File: config.mk
export PLATFORM = sky130hd
export DESIGN_NAME = gpio_masked_port
export DESIGN_NICKNAME = d
export VERILOG_FILES = /design/src/rtl/gpio_port_pkg.sv /design/src/rtl/gpio_pad_sync.sv /design/src/rtl/gpio_data_window.sv /design/src/rtl/gpio_cfg_bank.sv /design/src/rtl/gpio_masked_port.sv
export SDC_FILE = /design/constraint.sdc
export NUM_CORES = 1
export LEC_CHECK = 0
export ABC_CLOCK_PERIOD_IN_PS = 3000
export BUFFER_PORTS_ARGS = -buffer_cell sky130_fd_sc_hd__buf_2
export CORE_MARGIN = 10
export CORE_UTILIZATION = 48
export DETAILED_ROUTE_END_ITERATION = 8
export HOLD_SLACK_MARGIN = 0.03
export PLACE_DENSITY = 0.74
export SETUP_SLACK_MARGIN = 0.5
export SLEW_MARGIN = 20
export SYNTH_ARGS = -nofsm -noshare
export SYNTH_HDL_FRONTEND = slang
export SYNTH_SLANG_ARGS = --single-unit
export TNS_END_PERCENT = 100
File: constraint.sdc
create_clock -name clk -period 3 [get_ports clk]
set_clock_uncertainty 0.15 [all_clocks]
set_input_delay 0.3 -clock clk [delete_from_list [all_inputs] [get_ports clk]]
set_output_delay 0.3 -clock clk [all_outputs]
set_load 0.02 [all_outputs]
File: src/rtl/gpio_port_pkg.sv
package gpio_port_pkg;

   localparam int unsigned PORT_WIDTH = 8;
   localparam int unsigned WINDOW_TOP_BIT = 10;
   localparam int unsigned NUM_RW_REGS = 5;

   typedef enum logic [3:0] {
      SEL_NONE,
      SEL_DIR,
      SEL_SENSE,
      SEL_BOTH,
      SEL_POLAR,
      SEL_ENABLE,
      SEL_RAW,
      SEL_MASKED,
      SEL_CLEAR
   } reg_sel_e;

   function automatic reg_sel_e decode_offset(input logic [15:0] ofs);
      reg_sel_e sel;
      case (ofs)
         16'h0400: sel = SEL_DIR;
         16'h0404: sel = SEL_SENSE;
         16'h0408: sel = SEL_BOTH;
         16'h040C: sel = SEL_POLAR;
         16'h0410: sel = SEL_ENABLE;
         16'h0414: sel = SEL_RAW;
         16'h0418: sel = SEL_MASKED;
         16'h041C: sel = SEL_CLEAR;
         default:  sel = SEL_NONE;
      endcase
      return sel;
   endfunction

endpackage

File: src/rtl/gpio_pad_sync.sv
module gpio_pad_sync #(
   parameter int unsigned WIDTH  = 8,
   parameter int unsigned STAGES = 2
) (
   input  logic             clk,
   input  logic             rst_n,
   input  logic [WIDTH-1:0] async_in,
   output logic [WIDTH-1:0] sync_out
);

   if (STAGES < 2) begin : g_bad_stages
      $error("gpio_pad_sync: STAGES must be at least 2");
   end

   logic [WIDTH-1:0] stage_q [STAGES];

   for (genvar s = 0; s < STAGES; s++) begin : g_stage
      if (s == 0) begin : g_first
         always_ff @(posedge clk or negedge rst_n) begin
            if (!rst_n) stage_q[s] <= '0;
            else        stage_q[s] <= async_in;
         end
      end else begin : g_next
         always_ff @(posedge clk or negedge rst_n) begin
            if (!rst_n) stage_q[s] <= '0;
            else        stage_q[s] <= stage_q[s-1];
         end
      end
   end

   assign sync_out = stage_q[STAGES-1];

endmodule

File: src/rtl/gpio_data_window.sv
module gpio_data_window #(
   parameter int unsigned PINS = 8
) (
   input  logic            clk,
   input  logic            rst_n,
   input  logic            win_hit,
   input  logic            wr_en,
   input  logic [PINS-1:0] pin_mask,
   input  logic [PINS-1:0] wr_data,
   input  logic [PINS-1:0] dir,
   input  logic [PINS-1:0] pins_sync,
   output logic [PINS-1:0] out_q,
   output logic [PINS-1:0] rd_val
);

   logic [PINS-1:0] load_pin;

   for (genvar n = 0; n < PINS; n++) begin : g_pin
      assign load_pin[n] = win_hit & wr_en & pin_mask[n] & dir[n];

      always_ff @(posedge clk or negedge rst_n) begin
         if (!rst_n)           out_q[n] <= 1'b0;
         else if (load_pin[n]) out_q[n] <= wr_data[n];
      end

      always_comb begin
         if (!pin_mask[n]) rd_val[n] = 1'b0;
         else if (dir[n])  rd_val[n] = out_q[n];
         else              rd_val[n] = pins_sync[n];
      end
   end

   // outputs of pins that were inputs never move
   p_input_pin_hold_r4: assert property (@(posedge clk) disable iff (!rst_n)
      1'b1 |=> ((out_q ^ $past(out_q)) & ~$past(dir)) == '0);

   // pins outside the address mask keep their value
   p_unmasked_hold_r3: assert property (@(posedge clk) disable iff (!rst_n)
      1'b1 |=> ((out_q ^ $past(out_q)) &
                ~($past(win_hit && wr_en) ? $past(pin_mask) : '0)) == '0);

endmodule

File: src/rtl/gpio_cfg_bank.sv
module gpio_cfg_bank
   import gpio_port_pkg::*;
#(
   parameter int unsigned W = 8
) (
   input  logic     clk,
   input  logic     rst_n,
   input  reg_sel_e sel,
   input  logic     wr_en,
   input  logic [W-1:0] wr_data,
   input  logic [W-1:0] irq_raw,
   input  logic [W-1:0] irq_masked,
   output logic [W-1:0] dir,
   output logic [W-1:0] level_sel,
   output logic [W-1:0] dual_edge,
   output logic [W-1:0] polarity,
   output logic [W-1:0] irq_en,
   output logic [W-1:0] irq_clear,
   output logic [W-1:0] rd_val
);

   localparam reg_sel_e RW_SEL [NUM_RW_REGS] =
      '{SEL_DIR, SEL_SENSE, SEL_BOTH, SEL_POLAR, SEL_ENABLE};

   logic [W-1:0] rw_q [NUM_RW_REGS];

   for (genvar k = 0; k < NUM_RW_REGS; k++) begin : g_rw
      always_ff @(posedge clk or negedge rst_n) begin
         if (!rst_n)                        rw_q[k] <= '0;
         else if (wr_en && sel == RW_SEL[k]) rw_q[k] <= wr_data;
      end
   end

   always_ff @(posedge clk or negedge rst_n) begin
      if (!rst_n)                         irq_clear <= '0;
      else if (wr_en && sel == SEL_CLEAR) irq_clear <= wr_data;
      else                                irq_clear <= '0;
   end

   assign dir       = rw_q[0];
   assign level_sel = rw_q[1];
   assign dual_edge = rw_q[2];
   assign polarity  = rw_q[3];
   assign irq_en    = rw_q[4];

   always_comb begin
      case (sel)
         SEL_DIR:    rd_val = rw_q[0];
         SEL_SENSE:  rd_val = rw_q[1];
         SEL_BOTH:   rd_val = rw_q[2];
         SEL_POLAR:  rd_val = rw_q[3];
         SEL_ENABLE: rd_val = rw_q[4];
         SEL_RAW:    rd_val = irq_raw;
         SEL_MASKED: rd_val = irq_masked;
         default:    rd_val = '0;
      endcase
   end

   // a direction write lands on the next edge
   p_dir_write_r2: assert property (@(posedge clk) disable iff (!rst_n)
      (wr_en && sel == SEL_DIR) |=> dir == $past(wr_data));

   // writes to the status offsets change no configuration
   p_status_readonly_r8: assert property (@(posedge clk) disable iff (!rst_n)
      (wr_en && (sel == SEL_RAW || sel == SEL_MASKED)) |=>
         ($stable(dir) && $stable(level_sel) && $stable(dual_edge) &&
          $stable(polarity) && $stable(irq_en)));

   // clear pulse only after a clear write, carrying its data
   p_clear_idle_r9: assert property (@(posedge clk) disable iff (!rst_n)
      !(wr_en && sel == SEL_CLEAR) |=> irq_clear == '0);
   p_clear_value_r9: assert property (@(posedge clk) disable iff (!rst_n)
      (wr_en && sel == SEL_CLEAR) |=> irq_clear == $past(wr_data));

endmodule

File: src/rtl/gpio_masked_port.sv
module gpio_masked_port
   import gpio_port_pkg::*;
#(
   parameter int unsigned PINS        = 8,
   parameter int unsigned ADDR_W      = 12,
   parameter int unsigned SYNC_STAGES = 2
) (
   input  logic              clk,
   input  logic              rst_n,
   input  logic [ADDR_W-1:0] bus_addr,
   input  logic              bus_we,
   input  logic [PINS-1:0]   bus_wdata,
   output logic [PINS-1:0]   bus_rdata,
   input  logic [PINS-1:0]   pad_in,
   output logic [PINS-1:0]   pad_out,
   output logic [PINS-1:0]   pad_oe,
   output logic [PINS-1:0]   pin_sync,
   output logic [PINS-1:0]   cfg_level_sel,
   output logic [PINS-1:0]   cfg_dual_edge,
   output logic [PINS-1:0]   cfg_polarity,
   output logic [PINS-1:0]   cfg_irq_en,
   output logic [PINS-1:0]   irq_clear,
   input  logic [PINS-1:0]   irq_raw,
   input  logic [PINS-1:0]   irq_masked
);

   localparam int unsigned MASK_LSB = 2;
   localparam int unsigned MASK_MSB = MASK_LSB + PINS - 1;

   if (PINS != PORT_WIDTH) begin : g_bad_pins
      $error("gpio_masked_port: PINS must equal the register byte width");
   end
   if (ADDR_W < 12 || ADDR_W > 16) begin : g_bad_addr
      $error("gpio_masked_port: ADDR_W must be between 12 and 16");
   end

   logic            in_window;
   logic [PINS-1:0] pin_mask;
   reg_sel_e        sel;
   logic [PINS-1:0] dir;
   logic [PINS-1:0] win_rd;
   logic [PINS-1:0] cfg_rd;

   assign in_window = (bus_addr[ADDR_W-1:WINDOW_TOP_BIT] == '0);
   assign pin_mask  = bus_addr[MASK_MSB:MASK_LSB];
   assign sel       = in_window ? SEL_NONE : decode_offset(16'(bus_addr));

   gpio_pad_sync #(.WIDTH(PINS), .STAGES(SYNC_STAGES)) u_sync (
      .clk      (clk),
      .rst_n    (rst_n),
      .async_in (pad_in),
      .sync_out (pin_sync)
   );

   gpio_data_window #(.PINS(PINS)) u_window (
      .clk       (clk),
      .rst_n     (rst_n),
      .win_hit   (in_window),
      .wr_en     (bus_we),
      .pin_mask  (pin_mask),
      .wr_data   (bus_wdata),
      .dir       (dir),
      .pins_sync (pin_sync),
      .out_q     (pad_out),
      .rd_val    (win_rd)
   );

   gpio_cfg_bank #(.W(PINS)) u_cfg (
      .clk        (clk),
      .rst_n      (rst_n),
      .sel        (sel),
      .wr_en      (bus_we),
      .wr_data    (bus_wdata),
      .irq_raw    (irq_raw),
      .irq_masked (irq_masked),
      .dir        (dir),
      .level_sel  (cfg_level_sel),
      .dual_edge  (cfg_dual_edge),
      .polarity   (cfg_polarity),
      .irq_en     (cfg_irq_en),
      .irq_clear  (irq_clear),
      .rd_val     (cfg_rd)
   );

   assign pad_oe = dir;

   // read data registered one edge after the address
   always_ff @(posedge clk or negedge rst_n) begin
      if (!rst_n)         bus_rdata <= '0;
      else if (in_window) bus_rdata <= win_rd;
      else                bus_rdata <= cfg_rd;
   end

   // unmasked bits of a window read are zero
   p_unmasked_read_zero_r5: assert property (@(posedge clk) disable iff (!rst_n)
      in_window |=> (bus_rdata & ~$past(pin_mask)) == '0);

   // unmapped offsets read zero
   p_unmapped_read_zero_r10: assert property (@(posedge clk) disable iff (!rst_n)
      (!in_window && sel == SEL_NONE) |=> bus_rdata == '0);

endmodule

# Word level (Yosys, flattened, before mapping)
# Index checks and enable logic that the tools add are counted.
dict set report word_totals {
  ff_bits 80
  latchBits 0
  mem_bits_rw 0
  rom_bits 0
  inputBits 47
  out_inout_bits 72
  word_cells 78
  mem_count 0
}
dict set report op_classes {
  n_addsub 0
  multipliers 0
  div_mod_pow 0
  order_cmp 0
  n_eq_ne 16
  n_shift 0
  n_mux 21
  n_bitwise 17
  reduce_logical 7
}
# op n
set ops {}
lappend ops {{$eq 12x11->1 const B} 8}
lappend ops {{$pmux 8 s7} 1}
lappend ops {{$pmux 4 s8} 1}
lappend ops {{$and 1x1->1} 17}
lappend ops {{$eq 4x3->1 const B} 4}
lappend ops {{$mux 1} 16}
lappend ops {{$mux 8} 2}
lappend ops {{$eq 4x2->1 const B} 2}
lappend ops {{$logic_and 1x1->1} 6}
lappend ops {{$eq 4x1->1 const B} 1}
lappend ops {{$eq 4x4->1 const B} 1}
lappend ops {{$mux 4} 1}
lappend ops {{$logic_not 2->1} 1}

# Logic depth before layout (Yosys ltp)
dict set report logic_depth {
  ltp_word 6
  mapped_depth 6
  ltp_nobuf 4
}

# By module
# Synthesis repeated with hierarchy kept, for this count alone.
dict set report hier_totals {
  hier_cells 268
  area_unflattened_um2 3676.0
}
# mod instances cells_per_inst area_each_um2 seq_area_each_um2
set by_module_without_submodules {}
lappend by_module_without_submodules {gpio_cfg_bank 1 173 2349.8 1201.2}
lappend by_module_without_submodules {gpio_data_window 1 42 485.5 200.2}
lappend by_module_without_submodules {gpio_pad_sync 1 24 460.4 400.4}
lappend by_module_without_submodules {gpio_masked_port 1 29 380.4 200.2}

# Least setup slack after synthesis
# No wires, ideal clock.
dict set report synth_path {
  path_kind {input-to-reg}
  startpoint {input port bus_addr[8]}
  endpoint {register u_cfg.rw_q (netlist bit u_cfg.level_sel[0])}
  setup_ps 125
  arrival_time_ps 2139
  t_required_ps 2725
  slack_ps 586
  path_stages 6
  n_path_buf 2
  path_cell_list {or4b_1 > buf_2 > or3_1 > buf_2 > nor3_4 > mux2_2}
}
dict set report synth_between {
  elab_chain_len 5
  word_cells_on_any_way 12
  classes_between {eq/ne: 9; mux: 2; reduce/logical: 1}
}
# item line
set synth_rtl {}
lappend synth_rtl {{from (decl)} gpio_masked_port.sv:10} ;# input logic [ADDR_W-1:0] bus_addr,
lappend synth_rtl {{$eq 12x11->1} gpio_port_pkg.sv:21} ;# case (ofs)
lappend synth_rtl {{$pmux 4 s8 (*)} gpio_port_pkg.sv:21}
lappend synth_rtl {{$mux 4 (*)} gpio_masked_port.sv:46} ;# assign sel = in_window ? SEL_NONE : decode_offset(16'(bus_addr));
lappend synth_rtl {{$eq 4x2->1 (*)} gpio_cfg_bank.sv:30} ;# else if (wr_en && sel == RW_SEL[k]) rw_q[k] <= wr_data;
lappend synth_rtl {{$logic_and 1x1->1 (*)} gpio_cfg_bank.sv:30}
lappend synth_rtl {{to (signal, indexed assignment)} gpio_cfg_bank.sv:30}
lappend synth_rtl {{to (decl)} gpio_cfg_bank.sv:25} ;# logic [W-1:0] rw_q [NUM_RW_REGS];
# Every way passes the cells marked *; elsewhere a longest branch is shown, timed or not.
# A chain may end at the register's enable or synchronous reset.

# Final worst setup path
dict set report layout_path {
  startpoint {input port bus_addr[8]}
  endpoint {register u_cfg.rw_q (netlist bit u_cfg.polarity[3])}
}
dict set report layout_between {
  elab_chain_len 5
  word_cells_on_any_way 12
  classes_between {eq/ne: 9; mux: 2; reduce/logical: 1}
}
# item line
set layout_rtl {}
lappend layout_rtl {{$eq 12x11->1} gpio_port_pkg.sv:21}
lappend layout_rtl {{$pmux 4 s8 (*)} gpio_port_pkg.sv:21}
lappend layout_rtl {{$mux 4 (*)} gpio_masked_port.sv:46}
lappend layout_rtl {{$eq 4x3->1 (*)} gpio_cfg_bank.sv:30}
lappend layout_rtl {{$logic_and 1x1->1 (*)} gpio_cfg_bank.sv:30}
# Marked as above.

==> results.json <==
{
  "status": "completed",
  "die_h_um": 106,
  "p_leak_nw": 2.43,
  "clock-sinks": 80,
  "floorplan.initialDensity": 0.492,
  "drv_cap": 0,
  "cp-end-kind": "flop",
  "cts.clk_slew.worst_paths_ps": 80,
  "wire_per_inst_um": 20.7,
  "viasPerCell": 5.51,
  "crit_slowest_cell": "or4b_1",
  "std_cell_rows": 31,
  "die_w_um": 106,
  "fin_crit_sh": 0.798,
  "tns_ps": 0,
  "worstHoldPathType": "primary input to flop",
  "synthMuxAreaShare": 0.220,
  "globalplace.congestion": 0.872,
  "cts.path.max_buffers": 2,
  "place_area_um2": 4240,
  "switchingPower_mw": 0.506,
  "ant_nets": 0,
  "htree_levels": 3,
  "die_area_um2": 11300,
  "synthXorXnorAreaFrac": 0,
  "routed_wl_um": 10500,
  "vias": 2794,
  "comb_power_share": 0.078,
  "synth_top_family_by_area": "multiplexers",
  "total_power_mw": 2.15,
  "p_clk_frac": 0.411,
  "layout_commonest_cell": "buf_2",
  "layout_common_cells": "117 x buf_2, 80 x dfrtp_1, 56 x mux2_2, 16 x nand3_1, 13 x buf_4",
  "first_global_vias": 2873,
  "antenna_cells": 0,
  "clock_latency_ps": 360,
  "drt_pre_antenna_iters": 4,
  "nNetsFinal": 450,
  "synth_edf_count": 0,
  "synthAdderAreaFrac": 0,
  "antenna_found_initial": 0,
  "cpPeakStageDelay_ps": 680,
  "groute.usage.overall": 0.180,
  "criticalPathCategory": "primary input to flop",
  "overflow": 0,
  "period_minus_slack_ps": 2390,
  "core-area_um2": 7250,
  "ys_seq_area_frac": 0.561,
  "final_area_um2": 4570,
  "drc": 0,
  "synth_warnings": 0,
  "rsz0062_at_grt": "false",
  "dp_hpwl_um": 7610,
  "syn_inst": 276,
  "setup_viol": 0,
  "max_slew_margin": 0.335,
  "yosys.area_share.simple": 0.135,
  "required_ps": 3090,
  "ios": 119,
  "crit_chain": "buf_2 -> or4b_1 -> or3_1 -> nor3_4 -> mux2_2",
  "switching_share": 0.235,
  "synth.avg_cell_area_um2": 12.9,
  "r2r_slack_ps": 1390,
  "fin_hold_ws_ps": 67.6,
  "area_growth_pct": 28.1,
  "ir_drop_mv": 0.324,
  "tritoncts": "yes",
  "pwr-share-seq": 0.511,
  "synthFlopType": "dfrtp_1",
  "place_ws_ps": 209,
  "synthArstFlopShare": 1.00,
  "clock.fmax_mhz": 418,
  "io_buffers": 118,
  "syn_nets": 323,
  "path_max_fanout": 8,
  "power.density_nw_per_um2": 471,
  "layout_setup_ws_ps": 607,
  "synth-seq-cells": 80,
  "crit_path_start_kind": "primary input",
  "cp.arrival_ps": 2490,
  "grt_pass1_wl_um": 15800,
  "drv_slew": 0,
  "grt_max_degree": 81,
  "finalHoldViolCount": 0,
  "synth_compound_area_frac": 0.0488,
  "cts-root-buf": "clkbuf_8",
  "intPower_mw": 1.65,
  "yosysUniqueCellTypes": 41,
  "synth_area_um2": 3570,
  "layout-drive-gt1-share": 0.510,
  "drt_iter0_drc": 147,
  "cts_buffers": 9,
  "worstMarginPinSlew_ps": 997
}
-- cells by family (layout without fill, tap and decap cells) --
logic type | after synthesis | in the layout
mux | 70 | 70
buf+inv | 23 | 155
compound gates | 23 | 23
flops | 80 | 80
simple gates | 80 | 80
-- registers in the layout (all words and copies together), names as in the netlist --
signal / cells
u_cfg.dir: 8
u_cfg.level_sel: 8
u_cfg.irq_en: 8
u_window.out_q: 8
u_sync.stage_q: 8
u_cfg.irq_clear: 8
bus_rdata: 8
u_cfg.polarity: 8
u_sync.sync_out: 8
u_cfg.dual_edge: 8
-- synthesized netlist by cell type (2+ instances only) --
cell | instances | share of area
a221oi_1 | 3 | 0.0074
a22o_1 | 2 | 0.0049
nor2b_1 | 5 | 0.0088
buf_4 | 8 | 0.017
nand2_1 | 8 | 0.0084
mux2_1 | 2 | 0.0063
buf_2 | 4 | 0.0056
nor2_1 | 8 | 0.0084
dfrtp_1 | 80 | 0.56
nand3_1 | 16 | 0.022
and2_1 | 9 | 0.016
a31oi_1 | 5 | 0.0088
nand4_1 | 2 | 0.0035
o21ai_0 | 3 | 0.0042
nand2b_1 | 2 | 0.0035
mux2i_1 | 11 | 0.031
nor3b_1 | 3 | 0.0063
clkbuf_1 | 10 | 0.011
and3_1 | 5 | 0.0088
a41oi_1 | 2 | 0.0049
nor3_1 | 3 | 0.0042
or3_1 | 3 | 0.0053
mux2_2 | 56 | 0.18
nor3_4 | 2 | 0.0091
a32oi_1 | 4 | 0.0098
nor4_1 | 5 | 0.0088
-- power groups by stage --
stage / clock network [mW] / logic (mW) / registers (mW)
CTS: 0.895 / 0.170 / 1.10
finish: 0.886 / 0.168 / 1.10
global route: 0.938 / 0.183 / 1.10
detailed placement: 0 / 0.160 / 1.12
floorplan: 0 / 0.0671 / 1.13
global placement: 0 / 0.157 / 1.12
-- per-layer routing --
layer	track usage	vias to the layer above	wire, um
li1	-	1257	-
met1	0.227	1401	4360
met2	0.280	122	4900
met3	0.0586	14	1100
met4	0.0706	0	148
met5	0	-	0
-- final cells by class --
cell class              instances  area (um^2)
clock inverters                 5         80.1
well taps                      99          124
flip-flops and latches         80         2000
fillers                       622         2680
repair buffers                139          773
clock buffers                  11          141
multi-input cells             173         1450
-- metrics by stage --
stage / cells / util
detailed placement: 480 / 0.585
global route: 507 / 0.630
finish: 507 / 0.630
CTS: 505 / 0.628
global placement: 480 / 0.585
floorplan: 276 / -
-- worst paths after layout --
| kind | depth (start not counted) | start | to |
|---|---|---|---|
| worst max-delay path | 5 | bus_addr[8] | u_cfg.polarity[3] |
| worst min-delay path | 3 | bus_addr[8] | bus_rdata[6] |
| worst max register to register | 4 | u_cfg.dir[4] | bus_rdata[4] |
| worst min register to register | 0 | u_sync.stage_q[10] | u_sync.sync_out[2] |
| max in group asynchronous | 2 | rst_n | u_cfg.polarity[6] |
| min in group asynchronous | 2 | rst_n | u_sync.sync_out[1] |
-- worst max-delay path: cells and delay by family --
kind	cells	cell delay, ps
AND/OR/NAND/NOR	3	1670
multiplexers	1	390
buffers and inverters	1	120
-- what timing repair did --
| action | 4_1_cts | 5_1_grt |
|---|---|---|
| resized for setup | 0 | 0 |
| setup buffers | 0 | 2 |
| hold endpoints to repair | 88 | 0 |
| hold buffers | 9 | 0 |
| endpoints found under the setup margin | 0 | 8 |
(Power assumes the default switching activity.)
